$ cat src/rtl/edge_irq_pkg.sv
`timescale 1ns/1ps
package edge_irq_pkg;
  typedef enum logic [2:0] {
    REG_IMASK  = 3'd0,
    REG_EMASK  = 3'd1,
    REG_RISE   = 3'd2,
    REG_FALL   = 3'd3,
    REG_SWTRIG = 3'd4,
    REG_PEND   = 3'd5
  } reg_sel_e;
endpackage

$ cat src/rtl/eirq_sync.sv
`timescale 1ns/1ps
module eirq_sync #(
  parameter int unsigned W      = 32,
  parameter int unsigned STAGES = 2
) (
  input  logic         clk_i,
  input  logic         rst_ni,
  input  logic [W-1:0] d_i,
  output logic [W-1:0] q_o
);
  logic [STAGES-1:0][W-1:0] stage_q;

  always_ff @(posedge clk_i or negedge rst_ni) begin
    if (!rst_ni) stage_q <= '0;
    else begin
      stage_q[0] <= d_i;
      for (int s = 1; s < STAGES; s++) stage_q[s] <= stage_q[s-1];
    end
  end

  assign q_o = stage_q[STAGES-1];
endmodule

$ cat src/rtl/eirq_detect.sv
`timescale 1ns/1ps
module eirq_detect #(
  parameter int unsigned         W           = 32,
  parameter logic [W-1:0]        EDGE_MASK   = '1,
  parameter logic [W-1:0]        DIRECT_MASK = '0
) (
  input  logic         clk_i,
  input  logic         rst_ni,
  input  logic [W-1:0] lvl_i,
  input  logic [W-1:0] rise_en_i,
  input  logic [W-1:0] fall_en_i,
  input  logic [W-1:0] sel_wr_i,
  input  logic [W-1:0] sw_wr_i,
  input  logic [W-1:0] clr_i,
  input  logic [W-1:0] imask_i,
  input  logic [W-1:0] emask_i,
  output logic [W-1:0] pend_o,
  output logic [W-1:0] sw_o,
  output logic [W-1:0] irq_o,
  output logic [W-1:0] evt_o
);
  logic [W-1:0] prev_q, pend_q, sw_q, evt_q;
  logic [W-1:0] rise_v, fall_v, hw_trig, sw_set;

  assign rise_v  = lvl_i & ~prev_q;
  assign fall_v  = ~lvl_i & prev_q;
  // select writes mask out edges seen in the same cycle
  assign hw_trig = ((rise_v & rise_en_i) | (fall_v & fall_en_i)) & ~sel_wr_i & EDGE_MASK;
  assign sw_set  = sw_wr_i & ~sw_q & EDGE_MASK;

  always_ff @(posedge clk_i or negedge rst_ni) begin
    if (!rst_ni) begin
      prev_q <= '0;
      pend_q <= '0;
      sw_q   <= '0;
      evt_q  <= '0;
    end else begin
      prev_q <= lvl_i;
      pend_q <= (pend_q & ~clr_i) | hw_trig | (sw_set & imask_i);
      sw_q   <= (sw_q & ~clr_i) | (sw_wr_i & EDGE_MASK);
      evt_q  <= ((hw_trig | sw_set) & emask_i) | (rise_v & emask_i & DIRECT_MASK);
    end
  end

  assign pend_o = pend_q;
  assign sw_o   = sw_q;
  assign evt_o  = evt_q;
  assign irq_o  = (pend_q & imask_i) | (lvl_i & imask_i & DIRECT_MASK);

  for (genvar i = 0; i < W; i++) begin : g_chk
    AST_PEND_NEEDS_TRIGGER: assert property (@(posedge clk_i) disable iff (!rst_ni)
      $rose(pend_q[i]) |-> $past(rise_en_i[i] | fall_en_i[i] | (sw_wr_i[i] & imask_i[i])));
    AST_W1C_CLEARS: assert property (@(posedge clk_i) disable iff (!rst_ni)
      clr_i[i] && !rise_en_i[i] && !fall_en_i[i] && !sw_wr_i[i] |=> !pend_q[i]);
    AST_EVT_NEEDS_ENABLE: assert property (@(posedge clk_i) disable iff (!rst_ni)
      evt_o[i] |-> $past(emask_i[i]));
    AST_SEL_WRITE_DROPS: assert property (@(posedge clk_i) disable iff (!rst_ni)
      sel_wr_i[i] && !sw_wr_i[i] && !pend_q[i] |=> !pend_q[i]);
    AST_SW_CLEARED_BY_PEND: assert property (@(posedge clk_i) disable iff (!rst_ni)
      $fell(sw_o[i]) |-> $past(clr_i[i]));
  end
endmodule

$ cat src/rtl/edge_irq_ctrl.sv
`timescale 1ns/1ps
module edge_irq_ctrl
  import edge_irq_pkg::*;
#(
  parameter int unsigned         N_LINES     = 32,
  parameter logic [N_LINES-1:0]  EDGE_MASK   = 32'h00FF_FFFF,
  parameter logic [N_LINES-1:0]  DIRECT_MASK = 32'h0F00_0000
) (
  input  logic               clk_i,
  input  logic               rst_ni,
  input  logic [N_LINES-1:0] line_i,
  input  logic               req_i,
  input  logic               we_i,
  input  logic [2:0]         addr_i,
  input  logic [N_LINES-1:0] wdata_i,
  output logic [N_LINES-1:0] rdata_o,
  output logic [N_LINES-1:0] irq_o,
  output logic [N_LINES-1:0] evt_o
);
  localparam logic [N_LINES-1:0] EN_WR_MASK = EDGE_MASK | DIRECT_MASK;

  logic [N_LINES-1:0] lvl, imask_q, emask_q, rise_q, fall_q, pend, swtrig;
  logic [N_LINES-1:0] sel_wr, sw_wr, clr;
  logic wr, rd;

  assign wr = req_i & we_i;
  assign rd = req_i & ~we_i;

  eirq_sync #(.W(N_LINES), .STAGES(2)) i_sync (
    .clk_i, .rst_ni, .d_i(line_i), .q_o(lvl)
  );

  always_ff @(posedge clk_i or negedge rst_ni) begin
    if (!rst_ni) begin
      imask_q <= DIRECT_MASK;
      emask_q <= '0;
      rise_q  <= '0;
      fall_q  <= '0;
    end else if (wr) begin
      case (addr_i)
        REG_IMASK: imask_q <= wdata_i & EN_WR_MASK;
        REG_EMASK: emask_q <= wdata_i & EN_WR_MASK;
        REG_RISE:  rise_q  <= wdata_i & EDGE_MASK;
        REG_FALL:  fall_q  <= wdata_i & EDGE_MASK;
        default: ;
      endcase
    end
  end

  assign sel_wr = {N_LINES{wr && (addr_i == REG_RISE || addr_i == REG_FALL)}};
  assign sw_wr  = (wr && addr_i == REG_SWTRIG) ? wdata_i : '0;
  assign clr    = (wr && addr_i == REG_PEND)   ? wdata_i : '0;

  eirq_detect #(.W(N_LINES), .EDGE_MASK(EDGE_MASK), .DIRECT_MASK(DIRECT_MASK)) i_detect (
    .clk_i, .rst_ni,
    .lvl_i(lvl), .rise_en_i(rise_q), .fall_en_i(fall_q),
    .sel_wr_i(sel_wr), .sw_wr_i(sw_wr), .clr_i(clr),
    .imask_i(imask_q), .emask_i(emask_q),
    .pend_o(pend), .sw_o(swtrig), .irq_o, .evt_o
  );

  always_ff @(posedge clk_i or negedge rst_ni) begin
    if (!rst_ni) rdata_o <= '0;
    else if (rd) begin
      case (addr_i)
        REG_IMASK:  rdata_o <= imask_q;
        REG_EMASK:  rdata_o <= emask_q;
        REG_RISE:   rdata_o <= rise_q;
        REG_FALL:   rdata_o <= fall_q;
        REG_SWTRIG: rdata_o <= swtrig;
        REG_PEND:   rdata_o <= pend;
        default:    rdata_o <= '0;
      endcase
    end
  end

  AST_RDATA_HOLDS: assert property (@(posedge clk_i) disable iff (!rst_ni)
    !rd |=> $stable(rdata_o));
endmodule

$ cat config.mk
export PLATFORM = sky130hd
export DESIGN_NAME = edge_irq_ctrl
export DESIGN_NICKNAME = d
export VERILOG_FILES = /design/src/rtl/edge_irq_pkg.sv /design/src/rtl/eirq_sync.sv /design/src/rtl/eirq_detect.sv /design/src/rtl/edge_irq_ctrl.sv
export SDC_FILE = /design/constraint.sdc
export NUM_CORES = 1
export LEC_CHECK = 0
export BUFFER_PORTS_ARGS = -buffer_cell sky130_fd_sc_hd__buf_2
export CAP_MARGIN = 20
export CORE_UTILIZATION = 52
export DETAILED_ROUTE_END_ITERATION = 12
export GPL_TIMING_DRIVEN = 0
export HOLD_SLACK_MARGIN = 0.1
export PLACE_DENSITY = 0.88
export SKIP_LAST_GASP = 1
export SYNTH_ARGS = -nofsm -noshare
export SYNTH_HDL_FRONTEND = slang
export SYNTH_SLANG_ARGS = --single-unit
$ cat constraint.sdc
create_clock -name clk_i -period 1.1 [get_ports clk_i]
set_input_delay 0.11 -clock clk_i [delete_from_list [all_inputs] [get_ports clk_i]]
set_output_delay 0.11 -clock clk_i [all_outputs]
set_load 0.1 [all_outputs]
# [Word-level counts from Yosys, hierarchy flattened]
# Index checks and enable logic that the tools add are counted.
[totals] regBits=316 elab_cells=56
[op_classes] eq_ne=5 muxes=3 bitwise=28 n_reduce_logical=9
[ops] op="32-bit one-hot mux with 6 select lines" count=1
[ops] op="24-bit bitwise AND" count=5
[ops] op="28-bit bitwise AND" count=3
[ops] op="24-bit inverter" count=3
[ops] op="32-bit by 28-bit bitwise AND with 32-bit output" count=2
[ops] op="32-bit bitwise AND" count=2
[ops] op="32-bit by 24-bit bitwise OR with 32-bit output" count=2
[ops] op="32-bit by 28-bit bitwise OR with 32-bit output" count=2
[ops] op="24-bit bitwise OR" count=2
[ops] op="32-bit two-way mux" count=1
[ops] op="32-bit inverter" count=1
[ops] op="32-bit bitwise OR" count=1
[ops] op="24-bit by 28-bit bitwise AND with 28-bit output" count=1
[ops] op="28-bit inverter" count=1
[ops] op="24-bit two-way mux" count=1
[ops] op="2-bit AND reduction" count=4
[ops] op="3-bit by 2-bit == test with 1-bit output, second input constant" count=2
[ops] op="3-bit == test, second input constant" count=2
[ops] op="3-bit by 1-bit == test with 1-bit output, second input constant" count=1
[ops] op="1-bit logical AND" count=3
[ops] op="3-bit zero test" count=1
[ops] op="1-bit bitwise AND" count=2
[ops] op="1-bit logical OR" count=1
[ops] op="1-bit inverter" count=1

# [Longest topological paths before layout]
[depth] depth_word=8 ltp_mapped=8

# [By module]
# From an unflattened synthesis, not the netlist that was laid out.
[unflattened] cells_unflattened=1015 area_unflattened_um2=13489.2
[by_module_without_submodules] mod="edge_irq_ctrl" instances=1 cells_per_inst=546 area_per_inst_um2=6864.1 seq_area_each_um2=3408.3
[by_module_without_submodules] mod="eirq_detect" instances=1 cells_per_inst=373 area_per_inst_um2=4783.3 seq_area_each_um2=3002.9
[by_module_without_submodules] mod="eirq_sync" instances=1 cells_per_inst=96 area_per_inst_um2=1841.8 seq_area_each_um2=1601.5

# [Worst setup path after synthesis]
# OpenSTA, ideal clock, no wires.
[synth_path] path_kind="input to register" from="in addr_i[0]" to="reg emask_q[10]" setup_time_ps=125 arrival_time_ps=1260 t_required_ps=975 setup_slack_ps=-286 cell_stages=7 n_path_buf=4 cell_sequence="buf_6 > nor2b_1 > buf_4 > nor3b_2 > buf_6 > buf_8 > mux2_4"
[synth_between] elab_chain_cells=2
[synth_rtl] item="start: declaration" line_no="edge_irq_ctrl.sv:14" rtl="input logic [2:0] addr_i,"
[synth_rtl] item="3-bit by 1-bit == test with 1-bit output" line_no="edge_irq_ctrl.sv:40" rtl="case (addr_i)"
[synth_rtl] item="2-bit AND reduction (no source line)"
[synth_rtl] item="end signal: assignment" line_no="edge_irq_ctrl.sv:42" rtl="REG_EMASK: emask_q <= wdata_i & EN_WR_MASK;"
[synth_rtl] item="end: declaration" line_no="edge_irq_ctrl.sv:22" rtl="logic [N_LINES-1:0] lvl, imask_q, emask_q, rise_q, fall_q, pend, swtrig;"
# No other way between the ends.
# A chain may end at the register's enable or synchronous reset.

# [Final worst setup path]
[layout_path] from="reg imask_q[25]" to="out irq_o[25]"
[layout_between] elab_chain_cells=2
[layout_rtl] item="start: declaration" line_no="edge_irq_ctrl.sv:22"
[layout_rtl] item="start signal: assignment" line_no="edge_irq_ctrl.sv:41" rtl="REG_IMASK: imask_q <= wdata_i & EN_WR_MASK;"
[layout_rtl] item="32-bit by 28-bit bitwise AND with 32-bit output / 28-bit bitwise AND (equally long branches)" line_no="eirq_detect.sv:48" rtl="assign irq_o = (pend_q & imask_i) | (lvl_i & imask_i & DIRECT_MASK);"
[layout_rtl] item="32-bit by 28-bit bitwise OR with 32-bit output (*)" line_no="eirq_detect.sv:48"
[layout_rtl] item="end: declaration" line_no="edge_irq_ctrl.sv:17" rtl="output logic [N_LINES-1:0] irq_o,"
# Mark *: on every way between the ends. The rest lies on a longest branch, timed or not.

==> flow_metrics.env <==
export IMPL_start_util_pct=53.30
export IMPL_rr_worst_depth=4
export IMPL_timing_rr_end="rdata_o[7]"
export IMPL_drive_gt1_share_pct=41.80
export IMPL_wirelength_um=44820
export IMPL_ys_ff_latch=312
export IMPL_max_freq_mhz=637.4
export IMPL_gr_usage_all_layers_pct=33.23
export IMPL_syn_area_um2=13040
export IMPL_synthCells=1028
export IMPL_cts_reportedPaths_clkPinSlew_ps=60
export IMPL_h_tree_depth=1
export IMPL_grt_overflow=0
export IMPL_die_area_um2=25710
export IMPL_max_vdd_ir_drop_mv=1.573
export IMPL_path_cells="o21a_4, buf_12"
export IMPL_place_ws_ps=-765.1
export IMPL_hold_viol=125
export IMPL_place_area_um2=14790
export IMPL_io_pins=167
export IMPL_leakage_nw=8.475
export IMPL_r2r_start="i_detect.pend_o[7]"
export IMPL_cts_buffers_inserted=31
export IMPL_ys_top_cells_by_area="dfrtp_1, mux2_1, mux2i_1"
export IMPL_num_rows=57
export IMPL_setup_violations=171
export IMPL_pwr_share_seq_pct=38.2
export IMPL_tightest_slew_ps=897.4
export IMPL_rsz0062_at_grt="true"
export IMPL_layout_commonest_cell="dfrtp_1"
export IMPL_crit_buf_inv=1
export IMPL_die_w_um=160.3
export IMPL_grt_pass1_wl_um=64850
export IMPL_first_pass_iters=6
export IMPL_path_delay_family="flip-flops"
export IMPL_hold_class="in2async"
export IMPL_internal_power_mw=25.34
export IMPL_remaining_drc_errors=0
export IMPL_hold_buffers=60
export IMPL_skew_ps=13.50
export IMPL_crit_required_ps=990
export IMPL_swShare_pct=34.39
export IMPL_final_util_pct=76.73
export IMPL_maxCapViolCount=0
export IMPL_failed_checks="negative hold slack, negative setup slack"
export IMPL_fillCellCount=1292
export IMPL_cts_tree="done"
export IMPL_critical_path_max_fanout=3
export IMPL_drv_slew=0
export IMPL_cts_sink_count=312
export IMPL_slowest_delay_ps=560
export IMPL_maxSlewHeadroom_pct=40.17
export IMPL_hpwl_um=23520
export IMPL_setup_ws_ps=-469.0
export IMPL_worst_setup_path_type="reg2out"
export IMPL_syn_avg_cell_area_um2=12.68
export IMPL_final_cell_mix="dfrtp_1, nand2_1, buf_4"
export IMPL_grt_max_degree=125
export IMPL_worstSetupEndpoint="irq_o[25]"
export IMPL_combPwrFrac_pct=31.7
export IMPL_dp_cells=1514
export IMPL_gp_congestion=0.9044
export IMPL_grt_pass1_vias=11270
export IMPL_holdWs_ps=-469.0
export IMPL_arrival_ps=1460
export IMPL_die_h_um=160.3
export IMPL_yosysWarnings=0
export IMPL_clock_latency_ps=580
export IMPL_first_iter_violations=1443
export IMPL_postRouteAntennaNets=0
export IMPL_synth_top_area_share_pct=59.12
export IMPL_setup_worst_path_start="imask_q[25]"
export IMPL_end_kind="primary output"
export IMPL_worstSetupPathDepth=2
export IMPL_async_flop_share_pct=100.0
export IMPL_antenna_found_initial=1
export IMPL_outcome="complete, but fails checks"
export IMPL_wl_per_cell_um=26.13
export IMPL_finalCritPeriodShare_pct=142.6
export IMPL_netSwitchingPower_mw=13.29
export IMPL_synth_edf_count=0
export IMPL_final_area_um2=18770
export IMPL_yosysTopAreaCell="dfrtp_1"
export IMPL_synthFlopType="dfrtp_1"
export IMPL_reg2reg_slack_ps=-400
export IMPL_critical_path_startpoint_type="flop"
export IMPL_cts_buffer_depth=3
export IMPL_cts_root_buffer="clkbuf_16"
export IMPL_portBuffers=153
export IMPL_nets=1436
export IMPL_ys_types=46
export IMPL_design_core_area_um2=24460
export IMPL_cp_slowest_cell="dfstp_2"
export IMPL_final_instance_count_excl_fill=1715
export IMPL_area_growth_pct=43.96
export IMPL_clockPowerShare_pct=30.1
export IMPL_period_needed_ps=1569
export IMPL_ys_seq_area_share_pct=59.92
export IMPL_via_per_inst=6.350
export IMPL_powerDensity_nw_per_um2=2058
export IMPL_via_count=10890
-- worst min path at each step --
stage	endpoint	from	cells past startpoint
after global routing	emask_q[9]	rst_ni	1
after global placement	i_sync.stage_q[14]	line_i[14]	1
after floorplan	emask_q[0]	rst_ni	0
final	i_sync.q_o[4]	rst_ni	1
after CTS	fall_q[6]	rst_ni	1
after detailed placement	i_sync.stage_q[19]	line_i[19]	1
-- stage by stage --
stage / TNS (ps) / total power, mW
final: -26770 / 38.63
after global routing: -29500 / 39.52
after CTS: -22290 / 37.55
after detailed placement: -186430 / 23.30
after global placement: -1887230 / 22.99
after floorplan: -18200 / 21.18
-- flip-flops by register name, summed over array words and instances (netlist names) --
signal and cells:
i_sync.stage_q 28, rise_q 24, i_detect.sw_o 32, i_detect.pend_o 32, rdata_o 32, emask_q 28
imask_q 28, fall_q 24, i_detect.prev_q 28, i_sync.q_o 28, i_detect.evt_o 28
-- cells in the mapped netlist (all sizes together) (5+ instances only) --
cell type / number
a21boi: 35
a21oi: 26
a221o: 5
a22o: 28
a32o: 13
and2: 27
buf: 56
clkbuf: 8
dfrtp: 308
inv: 20
mux2: 107
mux2i: 40
mux4: 8
nand2: 93
nand2b: 5
nand3: 62
nand3b: 33
nand4: 18
nor2: 19
nor4bb: 8
o211ai: 14
o21a: 9
o21ai: 47
-- final cells by class --
cell class / instances / area [µm²] / area share [%]
clock inverter: 19 / 257.7 / 1.373
timing repair buffer: 297 / 3339 / 17.79
multi-input combinational: 639 / 5365 / 28.58
buffer: 64 / 613.1 / 3.266
tap: 324 / 405.4 / 2.160
sequential: 312 / 7853 / 41.84
inverter: 20 / 77.57 / 0.4133
antenna: 1 / 2.502 / 0.01333
clock buffer: 39 / 855.8 / 4.560
-- metal layers --
layer / vias to the layer above / track usage (%) / part of all wire, %
met2: 852 / 55.59 / 50
li1: 4376 / - / -
met3: 232 / 7.515 / 10
met4: 0 / 18.44 / 5.8
met5: - / 0.1894 / 0
met1: 5431 / 39.93 / 34
-- logic make-up (layout without fill, tap and decap cells) --
| group | count (synthesis) | count (layout) | share of synthesized area, % |
|---|---|---|---|
| AND/OR/NAND/NOR | 280 | 280 | 11.56 |
| other | 1 | 9 | 0.02876 |
| flip-flops | 312 | 312 | 59.92 |
| multiplexers | 155 | 155 | 14.27 |
| AO/OA/AOI/OAI | 196 | 196 | 10.57 |
| buffers and inverters | 84 | 439 | 3.647 |
-- what timing repair did --
item | 4_1_cts | 5_1_grt
endpoints found under the hold margin | 405 | 115
buffers inserted | 58 | 32
pin swaps | 43 | 42
gates cloned | 0 | 1
endpoints found under the setup margin | 291 | 297
resized for setup | 383 | 73
-- power by group through the flow --
stage / logic, mW / registers (mW) / clock network, mW
global route: 12.6 / 14.8 / 12.1
detailed placement: 8.65 / 14.7 / 0
floorplan: 5.08 / 16.1 / 0
finish: 12.3 / 14.7 / 11.6
CTS: 11.5 / 14.5 / 11.5
global placement: 8.44 / 14.5 / 0
(Power assumes the default switching activity.)
